**config.mk**
```make
export PLATFORM = sky130hd
export DESIGN_NAME = pwmctl_top
export DESIGN_NICKNAME = d
export VERILOG_FILES = /design/src/rtl/pwmctl_pkg.sv /design/src/rtl/pwmctl_decode.sv /design/src/rtl/pwmctl_w1sc.sv /design/src/rtl/pwmctl_pend.sv /design/src/rtl/pwmctl_top.sv
export SDC_FILE = /design/constraint.sdc
export NUM_CORES = 1
export LEC_CHECK = 0
export BUFFER_PORTS_ARGS = -buffer_cell sky130_fd_sc_hd__buf_2
export CAP_MARGIN = 20
export CORE_MARGIN = 1.5
export CORE_UTILIZATION = 47
export DETAILED_ROUTE_END_ITERATION = 10
export GPL_TIMING_DRIVEN = 1
export PLACE_DENSITY = 0.88
export SLEW_MARGIN = 20
export SYNTH_ARGS = -nofsm -noshare
export SYNTH_HDL_FRONTEND = slang
export SYNTH_HIERARCHICAL = 1
export SYNTH_SLANG_ARGS = --single-unit
export TNS_END_PERCENT = 30
```
**constraint.sdc**
```tcl
create_clock -name clk -period 2.4 [get_ports clk]
set_input_delay 0.36 -clock clk [delete_from_list [all_inputs] [get_ports clk]]
set_output_delay 0.36 -clock clk [all_outputs]
set_load 0.1 [all_outputs]
```
**src/rtl/pwmctl_pkg.sv**
```systemverilog
// Package: shared constants and the global register index for the PWM control bank.
// Assumes word-aligned 32-bit registers. The index of each global register equals
// its byte offset divided by four.
package pwmctl_pkg;
    localparam int REG_W      = 32;     // bus data width
    localparam int MAX_CH     = 32;     // address layout limit on channel count
    localparam int CH_IDX_W   = 5;      // bits to name one of MAX_CH channels
    localparam int SLOT_W     = 5;      // log2 of the per-channel byte stride
    localparam int WIN_BASE   = 'h200;  // first byte of the per-channel window
    localparam int GLOB_TOP_W = 5;      // global registers fill bytes 0x00..0x1F

    typedef enum logic [2:0] {
        G_MODE   = 3'd0,  // 0x00 mode, read/write
        G_START  = 3'd1,  // 0x04 write-one start
        G_STOP   = 3'd2,  // 0x08 write-one stop
        G_RUN    = 3'd3,  // 0x0C run state, read only
        G_IRQON  = 3'd4,  // 0x10 write-one mask set
        G_IRQOFF = 3'd5,  // 0x14 write-one mask clear
        G_MASK   = 3'd6,  // 0x18 mask readback
        G_PEND   = 3'd7   // 0x1C pending events, clear on read
    } greg_e;
endpackage

```
**src/rtl/pwmctl_decode.sv**
```systemverilog
// Module: address decoder. It sorts a bus address into the global register block
// or the banked per-channel window.
// Assumes ADDR_W >= 11, so that the window for MAX_CH channels fits. Global
// registers match only word-aligned addresses.
module pwmctl_decode
    import pwmctl_pkg::*;
#(
    parameter int NCH    = 4,
    parameter int ADDR_W = 12
) (
    input  logic                bus_sel,
    input  logic [ADDR_W-1:0]   bus_addr,
    output logic                glob_hit,
    output greg_e               glob_reg,
    output logic                win_sel,
    output logic [CH_IDX_W-1:0] win_chan,
    output logic [SLOT_W-1:0]   win_off
);
    localparam int SLOT_IDX_W = ADDR_W - SLOT_W;

    logic [SLOT_IDX_W-1:0] slot_idx;

    // Global block: word-aligned address in the first 32 bytes.
    always_comb begin
        glob_hit = (bus_addr[ADDR_W-1:GLOB_TOP_W] == '0) && (bus_addr[1:0] == 2'b00);
        glob_reg = greg_e'(bus_addr[4:2]);
    end

    // Window: slot number relative to the window base, bounded by NCH.
    always_comb begin
        slot_idx = bus_addr[ADDR_W-1:SLOT_W] - SLOT_IDX_W'(WIN_BASE >> SLOT_W);
        win_sel  = bus_sel && (bus_addr >= ADDR_W'(WIN_BASE))
                   && (slot_idx < SLOT_IDX_W'(NCH));
        win_chan = slot_idx[CH_IDX_W-1:0];
        win_off  = bus_addr[SLOT_W-1:0];
    end
endmodule

```
**src/rtl/pwmctl_w1sc.sv**
```systemverilog
// Module: a bit vector with write-one-to-set and write-one-to-clear strobes.
// Assumes the two strobes never fire in the same cycle. They come from
// different addresses.
module pwmctl_w1sc #(
    parameter int W = 4
) (
    input  logic         clk,
    input  logic         rst_n,
    input  logic         set_stb,
    input  logic         clr_stb,
    input  logic [W-1:0] bits,
    output logic [W-1:0] q
);
    // Merge the strobed ones into the held vector.
    always_ff @(posedge clk) begin
        if (!rst_n)       q <= '0;
        else if (set_stb) q <= q | bits;
        else if (clr_stb) q <= q & ~bits;
    end
endmodule

```
**src/rtl/pwmctl_pend.sv**
```systemverilog
// Module: pending period-event collector that clears when read.
// Assumes each event is a one-cycle pulse. A new event wins over a clear in the
// same cycle, so no event is lost.
module pwmctl_pend #(
    parameter int W = 4
) (
    input  logic         clk,
    input  logic         rst_n,
    input  logic [W-1:0] evt,
    input  logic         rd_clr,
    output logic [W-1:0] pend
);
    // Clear everything on a status read, then OR in this cycle's events.
    always_ff @(posedge clk) begin
        if (!rst_n) pend <= '0;
        else        pend <= (rd_clr ? '0 : pend) | evt;
    end
endmodule

```
**src/rtl/pwmctl_top.sv**
```systemverilog
// Module: control bank of a multi-channel PWM. It holds the channel run
// states, the interrupt mask, the pending period events and the mode
// register, and it decodes the per-channel register window.
// Assumes 1 <= NCH <= 32, a single-cycle bus and read data registered one
// cycle after the request.
module pwmctl_top
    import pwmctl_pkg::*;
#(
    parameter int NCH    = 4,
    parameter int ADDR_W = 12
) (
    input  logic                clk,
    input  logic                rst_n,
    input  logic                bus_sel,
    input  logic                bus_wr,
    input  logic [ADDR_W-1:0]   bus_addr,
    input  logic [REG_W-1:0]    bus_wdata,
    output logic [REG_W-1:0]    bus_rdata,
    output logic [REG_W-1:0]    mode_cfg,
    output logic [NCH-1:0]      chan_en,
    input  logic [NCH-1:0]      chan_evt,
    output logic                irq,
    output logic                win_sel,
    output logic [CH_IDX_W-1:0] win_chan,
    output logic [SLOT_W-1:0]   win_off
);
    logic             glob_hit;
    greg_e            glob_reg;
    logic             wr_stb;
    logic             rd_stb;
    logic [NCH-1:0]   wbits;
    logic [NCH-1:0]   mask_q;
    logic [NCH-1:0]   pend_q;
    logic [REG_W-1:0] mode_q;
    logic [REG_W-1:0] rd_val;

    pwmctl_decode #(.NCH(NCH), .ADDR_W(ADDR_W)) u_dec (
        .bus_sel (bus_sel),
        .bus_addr(bus_addr),
        .glob_hit(glob_hit),
        .glob_reg(glob_reg),
        .win_sel (win_sel),
        .win_chan(win_chan),
        .win_off (win_off)
    );

    // Qualify bus strobes for the global block and keep only the channel bits.
    always_comb begin
        wr_stb = bus_sel && bus_wr && glob_hit;
        rd_stb = bus_sel && !bus_wr && glob_hit;
        wbits  = bus_wdata[NCH-1:0];
    end

    pwmctl_w1sc #(.W(NCH)) u_run (
        .clk    (clk),
        .rst_n  (rst_n),
        .set_stb(wr_stb && glob_reg == G_START),
        .clr_stb(wr_stb && glob_reg == G_STOP),
        .bits   (wbits),
        .q      (chan_en)
    );

    pwmctl_w1sc #(.W(NCH)) u_mask (
        .clk    (clk),
        .rst_n  (rst_n),
        .set_stb(wr_stb && glob_reg == G_IRQON),
        .clr_stb(wr_stb && glob_reg == G_IRQOFF),
        .bits   (wbits),
        .q      (mask_q)
    );

    pwmctl_pend #(.W(NCH)) u_pend (
        .clk   (clk),
        .rst_n (rst_n),
        .evt   (chan_evt),
        .rd_clr(rd_stb && glob_reg == G_PEND),
        .pend  (pend_q)
    );

    // Mode register: plain 32-bit store for the divider logic.
    always_ff @(posedge clk) begin
        if (!rst_n)                         mode_q <= '0;
        else if (wr_stb && glob_reg == G_MODE) mode_q <= bus_wdata;
    end

    // Readback selection among the readable global registers.
    always_comb begin
        case (glob_reg)
            G_MODE:  rd_val = mode_q;
            G_RUN:   rd_val = REG_W'(chan_en);
            G_MASK:  rd_val = REG_W'(mask_q);
            G_PEND:  rd_val = REG_W'(pend_q);
            default: rd_val = '0;
        endcase
    end

    // Register read data one cycle after the request, zero otherwise.
    always_ff @(posedge clk) begin
        if (!rst_n)      bus_rdata <= '0;
        else if (rd_stb) bus_rdata <= rd_val;
        else             bus_rdata <= '0;
    end

    // Combined interrupt from pending and unmasked channels.
    always_comb begin
        mode_cfg = mode_q;
        irq      = |(pend_q & mask_q);
    end
endmodule

```
Yosys cells after proc, flatten, opt, wreduce, memory -nomap -nowiden --
Index checks and enable logic that the tools add are counted.
Word-level totals: register bits 76, bits in latches 0, bits in writable memories 0, bits in read-only memories 0, input port bits 52, output and inout port bits 80, memories 0
Cells by class: $add $sub $neg 1, multiply operators 0, div/mod/pow operators 0, order comparisons 2, equality and inequality tests 7, shift operators 0, multiplexer cells 6, bitwise gates (word level) 7, reduce and logical (&&, ||, !) cells 21
Operator list (number):
- $pmux 32 s4 | 1
- $mux 4 | 5
- $logic_and 1x1->1 | 13
- $and 4x4->4 | 3
- $eq 3x3->1 const B | 4
- $ge 12x10->1 const B | 1
- $or 4x4->4 | 3
- $logic_not 7->1 | 1
- $lt 7x3->1 const B | 1
- $sub 7x5->7 const B | 1
- $eq 3x2->1 const B | 2
- $not 4->4 | 1
- $reduce_bool 2->1 | 2
- $reduce_or 4->1 | 1
- $eq 3x1->1 const B | 1
- $logic_not 3->1 | 1
- $logic_not 2->1 | 1
- $reduce_and 2->1 | 1
- $logic_not 1->1 | 1

Longest topological paths before layout --
Gate-level depths: netlist of the first run.
word-level depth 6, mapped depth 8

By module --
The synthesis of the first run kept the hierarchy.
By module, submodules not included:
- pwmctl_top | instances 1, cells each 252, area an instance 2427.3 um2, sequential area each 1281.2 um2
- pwmctl_w1sc | instances 2, cells each 16, area an instance 155.1 um2, sequential area each 80.1 um2
- pwmctl_decode | instances 1, cells each 22, area an instance 162.7 um2, sequential area each 0.0 um2
- pwmctl_pend | instances 1, cells each 12, area an instance 135.1 um2, sequential area each 80.1 um2

Worst setup path before layout of the first run --
OpenSTA, ideal clock, no wires.
path type input to output, from input bus_addr[9], to output win_sel, arrival 4.180 ns, path slack -2.140 ns, cell stages on the path 4, path through inv_1 > ha_1 > xor2_1 > nor4_1
On the way: longest elaborated chain between the ends 3, elaborated cells between the ends (all ways) 5, classes of those cells add/sub: 1; order compare: 2; reduce/logical: 2
Ends and longest elaborated chain:
- start: declaration | line pwmctl_top.sv:16 | input logic [ADDR_W-1:0] bus_addr,
- $sub 7x5->7 / $ge 12x10->1 (equally long branches) | line pwmctl_decode.sv:31, pwmctl_decode.sv:32
- $lt 7x3->1 / $logic_and 1x1->1 (equally long branches) | line pwmctl_decode.sv:33, pwmctl_decode.sv:32
- $logic_and 1x1->1 (*) | line pwmctl_decode.sv:33 | && (slot_idx < SLOT_IDX_W'(NCH));
- end: declaration | line pwmctl_top.sv:23 | output logic win_sel,
Every way passes the cells marked *; elsewhere a longest branch is shown, timed or not.

Worst setup path in the final report of the first run --
Same ends and word-level chain as after synthesis.

==> reports/results.md, run 1 <==
| Group | Metric | Reported |
|---|---|---|
| cells and area | Area added between synthesis and finish | 29.5% |
| cts | CTS root buffer | sky130_fd_sc_hd__clkbuf_8 |
| yosys | Main synth FF type | sky130_fd_sc_hd__dfxtp_1 |
| timing | Number of hold violations in the final report | 0 |
| timing | Shortest clock period the worst path allows after layout | 1.98 ns |
| floorplan | Cell Rows | 29 |
| timing | Final worst slack | 0.419 ns |
| floorplan | Placeable core region | 6280 um2 |
| yosys | Number of enable flip-flop cells after synthesis | 0 |
| cts | Post-cts resize count | 0 |
| cts | CTS sink cnt | 76 |
| routing | DR WL/cell | 14.1 um |
| cells and area | Nets | 488 |
| cells and area | Final cell count without fillers | 516 |
| timing | Number of setup violations in the final report | 0 |
| timing | Slew at the pin closest to its max-slew limit | 0.496 ns |
| pwr | Maximum ir drop on the vdd rail | 0.443 mV |
| floorplan | Die Y-Extent | 83.4 um |
| cells and area | Post-Route Utilization | 62.6% |
| timing | Unrepaired setup endpoints after global routing | no |
| run status | Status | complete, no violations |
| cells and area | Most common cell after layout, fill and taps aside | sky130_fd_sc_hd__buf_2 |
| global routing | Global-route wire length before repair | 11,800 um |
| timing | Setup_tns | 0 ns |
| cells and area | Commonest non-fill, non-tap cells in the layout | 131 x sky130_fd_sc_hd__buf_2, 76 x sky130_fd_sc_hd__dfxtp_1, 40 x sky130_fd_sc_hd__nand3_1 |
| yosys | Cells after Synth | 318 |
| yosys | Warnings, synthesis | 6 |
| routing | Number of nets with antenna violations after routing | 0 |
| timing | Achievable frequency | 505 MHz |
| cells and area | Post-route cell area | 3930 um2 |
| global routing | Maximum number of pins on one net before global-route repair | 34 |
| yosys | Synth Register Bits | 76 |
| floorplan | Area of the die | 6950 um2 |
| yosys | Fraction of registers with async set or reset after synthesis | 0% |
| floorplan | Floorplan die width | 83.4 um |
| timing | Largest clock skew in the final design | 0.00477 ns |
| pwr | P_leak | 0.00178 uW |
| global routing | Overall overflow remaining after global route | 0 |
| routing | DRT Pass-1 Iters | 4 |
| floorplan | Boundary pin count | 132 |
| worst setup path | Data required time at the worst endpoint | 2.04 ns |
| cts | Latest clock arrival within the worst-skew pair | 0.33 ns |
| routing | Number of DRC markers after the initial detailed-route iteration | 93 |
| worst setup path | Startpoint type of the worst setup path | input port |
| worst setup path | Critical-path top delay cell | sky130_fd_sc_hd__buf_2 |
| placement | Total of buffers placed on input and output ports | 131 |
| worst setup path | Critical path's most frequent cell | sky130_fd_sc_hd__buf_2 |
| floorplan | Starting density of the core | 48.4% |
| placement | Worst setup timing slack at the placement stage | 0.293 ns |
| yosys | Count of different cell masters after synthesis | 36 |
| placement | HPWL Detailed | 5240 um |
| yosys | Nets in the synthesized netlist | 372 |
| worst setup path | Critical Path Max Stage Delay | 0.46 ns |
| cts | Hold_buf cts | 0 |
| global routing | Number of global-route vias before repair | 2,531 |
| routing | Routed via count divided by cell count | 5.24 |
| yosys | Post-Synthesis Mean Instance Area | 9.55 um2 |
| worst setup path | Max FO, Critical Path | 3 |
| placement | GP Congestion | 0.868 |
| job | Max-cap check violation count | 0 |
| timing | Pins over their slew limit | 0 |
| timing | Fraction of the cycle the final worst path needs | 82.5% |
| worst hold path | Worst min-delay path category | in -> reg |
| global routing | Number of antenna violations at the first check in global routing | 0 |
| cts | Clock-pin slew of the registers on the worst-case setup and hold paths | 0.08 ns |
| yosys | Share of the yosys chip area belonging to registers | 50.1% |
| routing | Sum of routed wire length over all layers | 7300 um |
| placement | Placed cell count | 500 |
| placement | Area of placed instances | 3680 um2 |
| cts | CTS tree | yes |
| worst setup path | Type of destination of the critical path | output pin |
| routing | Overall via count from detail_route | 2,704 |
| worst setup path | Cells along the critical path | buf_2 > clkinvlp_4 > ha_4 > xor2_2 > nor4_4 > buf_2 |
| pwr | Total power divided by cell area | 671 nW/um2 |
| cells and area | Fraction of layout instances using a drive strength above 1 | 38.5% |
| routing | Number of remaining DRC errors | 0 |
| yosys | Post-synthesis instance area | 3040 um2 |
| worst setup path | Data arrival time at the worst-slack endpoint | 1.62 ns |
| cts | Maximum count of clock buffers along a single path | 2 |
| timing | Max-Slew Margin vs Limit | 67.2% |
| cts | Post-CTS Setup Repair Bufs | 0 |
| global routing | Total track usage | 21.0% |
| cells and area | Ant diodes | 0 |
| worst setup path | Worst Path Class, Setup | in -> out |
| cts | CTS buffer count | 9 |
| cts | Number of H-tree levels | 3 |
-- Yosys cell counts, drive strengths merged (3+ instances only) --
cell type / number / share of area, %
nand3: 40 / 6.6
nor2b: 4 / 0.82
o21a: 4 / 0.99
mux2: 5 / 1.9
and2: 28 / 5.8
buf: 21 / 5.2
dfxtp: 76 / 50
a21boi: 32 / 7.9
o21ai: 32 / 5.3
a21oi: 3 / 0.49
a31o: 8 / 2.3
nand2: 10 / 1.2
and3: 8 / 1.6
nor2: 5 / 0.62
nand4b: 3 / 0.87
clkbuf: 14 / 1.7
-- critical path: cells and delay by family --
family                     cells  cell delay, ns
xor gates and xnor gates       1            0.15
adders and majority gates      1            0.17
buffers and inverters          3            0.68
and+or+nand+nor                1            0.25
-- power by group --
group / switching [uW] / leakage (uW) / internal [uW] / total [uW]
sequential: 4.73 / 0.000613 / 1260 / 1270
clock: 466 / 0.000116 / 696 / 1160
combinational: 143 / 0.00105 / 64.2 / 207
-- cells by family (layout without fill, tap and decap cells) --
| logic type | count (synthesis) | in the layout | share of synthesized area [%] |
|---|---|---|---|
| AO/OA/AOI/OAI | 85 | 85 | 18.4 |
| XOR/XNOR | 1 | 1 | 0.289 |
| adder cells (fa/ha/maj) | 2 | 2 | 0.824 |
| multiplexers | 5 | 5 | 1.85 |
| AND/OR/NAND/NOR | 112 | 112 | 21.3 |
| buffers and inverters | 37 | 158 | 7.21 |
| flip-flops | 76 | 76 | 50.1 |
-- path summary, 6_finish.rpt --
kind	from	slack, ns	to	cells past startpoint
setup / recovery	bus_addr[9]	0.42	win_sel	6
hold / removal	chan_evt[3]	0.23	u_pend/pend[3]	2
setup reg to reg	mode_cfg[3]	1.23	bus_rdata[3]	3
hold reg to reg	mode_cfg[16]	0.48	bus_rdata[16]	1
-- through the flow --
stage,power (uW),hold slack [ns]
after floorplan,1440,0.468
after global placement,1500,0.458
after detailed placement,1500,0.467
after CTS,2660,0.215
after global routing,2740,0.213
final,2640,0.230
-- layer usage --
metal	vias to the layer above	global-route usage (%)	wire length (um)
met4	0	8.33	123
met5	-	0	0
met1	1244	25.5	3020
li1	1340	-	-
met3	14	4.27	484
met2	106	36.2	3670
-- final cells by class --
| cell class | count | area (um2) |
|---|---|---|
| clock buffers | 9 | 124 |
| clock inverters | 7 | 123 |
| inverters | 2 | 11.3 |
| flip-flops and latches | 76 | 1520 |
| multi-input cells | 205 | 1330 |
| repair buffers | 140 | 723 |
| fillers | 547 | 2350 |
| well taps | 77 | 96.3 |
Power figures use the tool's default switching activity.
==> inputs of run 2 (changes only) <==
--- a/config.mk
+++ b/config.mk
@@ -5,13 +5,14 @@
 export SDC_FILE = /design/constraint.sdc
 export NUM_CORES = 1
 export LEC_CHECK = 0
+export ABC_AREA = 1
 export BUFFER_PORTS_ARGS = -buffer_cell sky130_fd_sc_hd__buf_2
 export CAP_MARGIN = 20
 export CORE_MARGIN = 1.5
-export CORE_UTILIZATION = 47
+export CORE_UTILIZATION = 48
 export DETAILED_ROUTE_END_ITERATION = 10
 export GPL_TIMING_DRIVEN = 1
-export PLACE_DENSITY = 0.88
+export PLACE_DENSITY = 0.89
 export SLEW_MARGIN = 20
 export SYNTH_ARGS = -nofsm -noshare
 export SYNTH_HDL_FRONTEND = slang
==> constraint.sdc (replaced) <==
create_clock -name clk -period 1.85 [get_ports clk]
set_input_delay 0.2775 -clock clk [delete_from_list [all_inputs] [get_ports clk]]
set_output_delay 0.2775 -clock clk [all_outputs]
set_load 0.1 [all_outputs]
==> reports/results.md, run 2 <==
| Group | Metric | Reported | Delta |
|---|---|---|---|
| worst setup path | Cell depth of the worst flop-to-flop path | 4 | +1 |
| cts | CTS tree | yes |  |
| cells and area | Commonest non-fill, non-tap cells in the layout | 130 x sky130_fd_sc_hd__buf_2, 104 x sky130_fd_sc_hd__nand2_1, 103 x sky130_fd_sc_hd__nor2_1 |  |
| worst hold path | Hold Path End | u_pend/pend[1] |  |
| cts | CTS buffer count | 9 | unchanged |
| pwr | Total power divided by cell area | 778 nW/um2 | +16% |
| routing | Sum of routed wire length over all layers | 7700 um | +5.6% |
| floorplan | Cell Rows | 29 | unchanged |
| cells and area | Final cell count without fillers | 643 | +25% |
| floorplan | Boundary pin count | 132 | unchanged |
| worst hold path | Min-Delay Startpoint | chan_evt[1] |  |
| timing | Achievable frequency | 594 MHz |  |
| global routing | Number of antenna violations at the first check in global routing | 0 | unchanged |
| yosys | Post-Synthesis Mean Instance Area | 7.17 um2 | -25% |
| worst hold path | Depth of the worst hold-timing path | 3 | +1 |
| worst setup path | Data required time at the worst endpoint | 2.08 ns | +0.04 ns |
| worst setup path | Register-to-register path setup slack | 1.04 ns | -0.19 ns |
| floorplan | Die Y-Extent | 84.8 um | +1.7% |
| placement | HPWL Detailed | 5540 um | +5.8% |
| yosys | Number of enable flip-flop cells after synthesis | 0 | unchanged |
| cells and area | Most common cell after layout, fill and taps aside | sky130_fd_sc_hd__buf_2 |  |
| yosys | Synth Register Bits | 76 | unchanged |
| placement | Total of buffers placed on input and output ports | 131 | unchanged |
| yosys | Cell types with the highest counts after synthesis | 104 x sky130_fd_sc_hd__nand2_1, 104 x sky130_fd_sc_hd__nor2_1, 76 x sky130_fd_sc_hd__dfxtp_1, 46 x sky130_fd_sc_hd__inv_1, 39 x sky130_fd_sc_hd__nand3_1 |  |
| yosys | Leading area contributor after synthesis | sky130_fd_sc_hd__dfxtp_1 |  |
| yosys | Fraction of registers with async set or reset after synthesis | 0% | unchanged |
| floorplan | Placeable core region | 6420 um2 | +2.3% |
| cts | Post-cts resize count | 0 | unchanged |
| cells and area | Ant diodes | 0 | unchanged |
| timing | Pins over their slew limit | 0 | unchanged |
| worst setup path | Data arrival time at the worst-slack endpoint | 1.91 ns | +0.29 ns |
| worst hold path | Worst min-delay path category | in -> reg |  |
| pwr | Share of total power in the clock network | 38.5% | -5.5 points |
| yosys | Main synth FF type | sky130_fd_sc_hd__dfxtp_1 |  |
| global routing | Maximum number of pins on one net before global-route repair | 61 | +79% |
| timing | Unrepaired setup endpoints after global routing | no |  |
| global routing | Total track usage | 21.9% | +0.92 points |
| worst setup path | Type of destination of the critical path | register |  |
| worst setup path | Worst Path Class, Setup | in -> reg |  |
| pwr | Maximum ir drop on the vdd rail | 0.406 mV | -8.2% |
| routing | Number of remaining DRC errors | 11 | +11 |
| global routing | Number of global-route vias before repair | 2,899 | +15% |
| cells and area | Post-route cell area | 4050 um2 | +3.1% |
| yosys | Share of the yosys chip area belonging to registers | 47.4% | -2.7 points |
| routing | Overall via count from detail_route | 3,131 | +16% |
| worst setup path | Cells along the critical path | buf_2 > inv_1 > ha_4 > nand3b_1 > nor2_1 > nand3_2 > nor3_1 > nand2_1 > nand2_1 > a21oi_1 |  |
| cells and area | Area added between synthesis and finish | 26.2% |  |
| timing | Slew at the pin closest to its max-slew limit | 0.562 ns | +0.0668 ns |
| yosys | Warnings, synthesis | 6 | unchanged |
| placement | Placed cell count | 627 | +25% |
| cts | CTS root buffer | sky130_fd_sc_hd__clkbuf_8 |  |
| timing | Shortest clock period the worst path allows after layout | 1.68 ns |  |
| floorplan | Starting density of the core | 50.0% | +1.6 points |
| cts | Number of H-tree levels | 3 | unchanged |
| yosys | Cells after Synth | 448 | +41% |
| run status | Status | complete, but fails checks |  |
| worst setup path | Critical Path Max Stage Delay | 0.48 ns | +0.02 ns |
| timing | Fraction of the cycle the final worst path needs | 90.9% |  |
| cells and area | Fraction of layout instances using a drive strength above 1 | 29.9% | -8.6 points |
| placement | Area of placed instances | 3860 um2 | +4.7% |
| worst setup path | Startpoint type of the worst setup path | input port |  |
| cts | Clock-pin slew of the registers on the worst-case setup and hold paths | 0.07 ns | about the same |
| yosys | Nets in the synthesized netlist | 502 | +35% |
| pwr | Internal power | 2350 uW | +16% |
| cts | Maximum count of clock buffers along a single path | 2 | unchanged |
| floorplan | Area of the die | 7190 um2 | +3.4% |
| worst setup path | Critical-path top delay cell | sky130_fd_sc_hd__nor3_1 |  |
| timing | Number of setup violations in the final report | 0 | unchanged |
| worst setup path | Buffers & Inverters on Critical Path | 2 | -1 |
| worst setup path | Crit-path leading delay family | simple AND/OR/NAND/NOR gates |  |
| floorplan | Floorplan die width | 84.8 um | +1.7% |
| cts | Hold_buf cts | 0 | unchanged |
| yosys | Post-synthesis instance area | 3210 um2 | +5.8% |
| yosys | Top cells by area in the synthesized netlist | sky130_fd_sc_hd__dfxtp_1 47%, sky130_fd_sc_hd__nand2_1 12%, sky130_fd_sc_hd__nor2_1 12% |  |
| routing | DR WL/cell | 12.0 um | -15% |
| cts | Latest clock arrival within the worst-skew pair | 0.34 ns | about the same |
| routing | DRT Pass-1 Iters | 7 | +3 |
| pwr | P_leak | 0.00200 uW | +12% |
| placement | GP Congestion | 0.828 | -4.7% |
| routing | Number of nets with antenna violations after routing | 0 | unchanged |
| timing | Max-Slew Margin vs Limit | 62.2% | -5.0 points |
| timing | Largest clock skew in the final design | 0.00656 ns | +0.00180 ns |
| timing | Number of hold violations in the final report | 0 | unchanged |
| worst setup path | Critical path's most frequent cell | sky130_fd_sc_hd__nand2_1 |  |
| pwr | Combinational fraction of design power | 9.3% | +1.4 points |
| worst setup path | Endpoint of the worst-slack reg-to-reg timing path | bus_rdata[1] |  |
| global routing | Overall overflow remaining after global route | 0 | unchanged |
| cts | Post-CTS Setup Repair Bufs | 0 | unchanged |
| cells and area | Nets | 615 | +26% |
| pwr | Share of total power consumed by net switching | 25.5% | +2.2 points |
| pwr | Register share of total power | 52.2% | +4.1 points |
| timing | Setup_tns | 0 ns | unchanged |
| routing | Number of DRC markers after the initial detailed-route iteration | 157 | +69% |
| cts | CTS sink cnt | 76 | unchanged |
| worst setup path | Max FO, Critical Path | 6 | +3 |
| routing | Routed via count divided by cell count | 4.87 | -7.1% |
| global routing | Global-route wire length before repair | 12,600 um | +7.2% |
| job | Max-cap check violation count | 0 | unchanged |
| yosys | Area share of the largest cell type after synthesis | 47.4% | -2.7 points |
| pwr | Psw | 804 uW | +31% |
| cells and area | Post-Route Utilization | 63.1% | +0.45 points |
| yosys | Count of different cell masters after synthesis | 20 | -44% |
| run status | Violations in the final reports | design-rule violations |  |
run 2: per-layer routing:
layer | routed length, um | up-vias | share of wire (%) | track usage, %
met2 | 3810 | 123 | 50 | 39.1
li1 | - | 1584 | - | -
met4 | 182 | 0 | 2.4 | 10.3
met5 | 0 | - | 0 | 0
met3 | 521 | 18 | 6.8 | 4.62
met1 | 3190 | 1406 | 41 | 24.8
run 2: through the flow:
step	hold slack (ns)	total power [uW]	setup slack, ns
floorplan	0.411	1910	-0.158
global placement	0.441	1970	-0.0139
detailed placement	0.443	1980	-0.138
CTS	0.167	3180	0.200
global route	0.167	3280	0.0123
finish	0.186	3150	0.168
run 2: logic make-up (layout without fill, tap and decap cells):
kind of cell	Yosys count	in the layout	share of synthesized area, %
buffers and inverters	84	202	13.6
and+or+nand+nor	274	274	36.3
adders and majority gates	2	2	0.779
DFF	76	76	47.4
AOI/OAI and AO/OA	12	12	1.87
run 2: worst max path at each step:
stage / start / end / slack [ns] / cells past startpoint
after floorplan: bus_addr[9] / win_sel / -0.16 / 4
after global placement: bus_addr[10] / register / -0.01 / 10
after detailed placement: bus_addr[10] / register / -0.14 / 10
after CTS: bus_addr[10] / register / 0.20 / 10
after global routing: bus_addr[10] / register / 0.01 / 10
final: bus_addr[10] / register / 0.17 / 10
run 2: cell type report:
class / count / area (um2)
tap: 77 / 96.3
multi-input combinational: 288 / 1300
clock inverter: 6 / 65.1
clock buffer: 10 / 128
fill: 561 / 2370
sequential: 76 / 1520
timing repair buffer: 137 / 753
inverter: 49 / 188
run 2: worst reg2reg max path, stage by stage, from the launching register on:
cell	delay, ns
sky130_fd_sc_hd__dfxtp_1	0.34
sky130_fd_sc_hd__nand4_1	0.10
sky130_fd_sc_hd__nand2_1	0.06
sky130_fd_sc_hd__nor2_1	0.14
sky130_fd_sc_hd__nor2_1	0.06
run 2: power groups by stage:
| stage | clock (uW) | combinational, uW | sequential (uW) |
|---|---|---|---|
| final | 1210 | 293 | 1650 |
| after global routing | 1320 | 319 | 1650 |
| after CTS | 1250 | 293 | 1650 |
| after detailed placement | 0 | 291 | 1680 |
| after global placement | 0 | 287 | 1680 |
| after floorplan | 0 | 224 | 1680 |
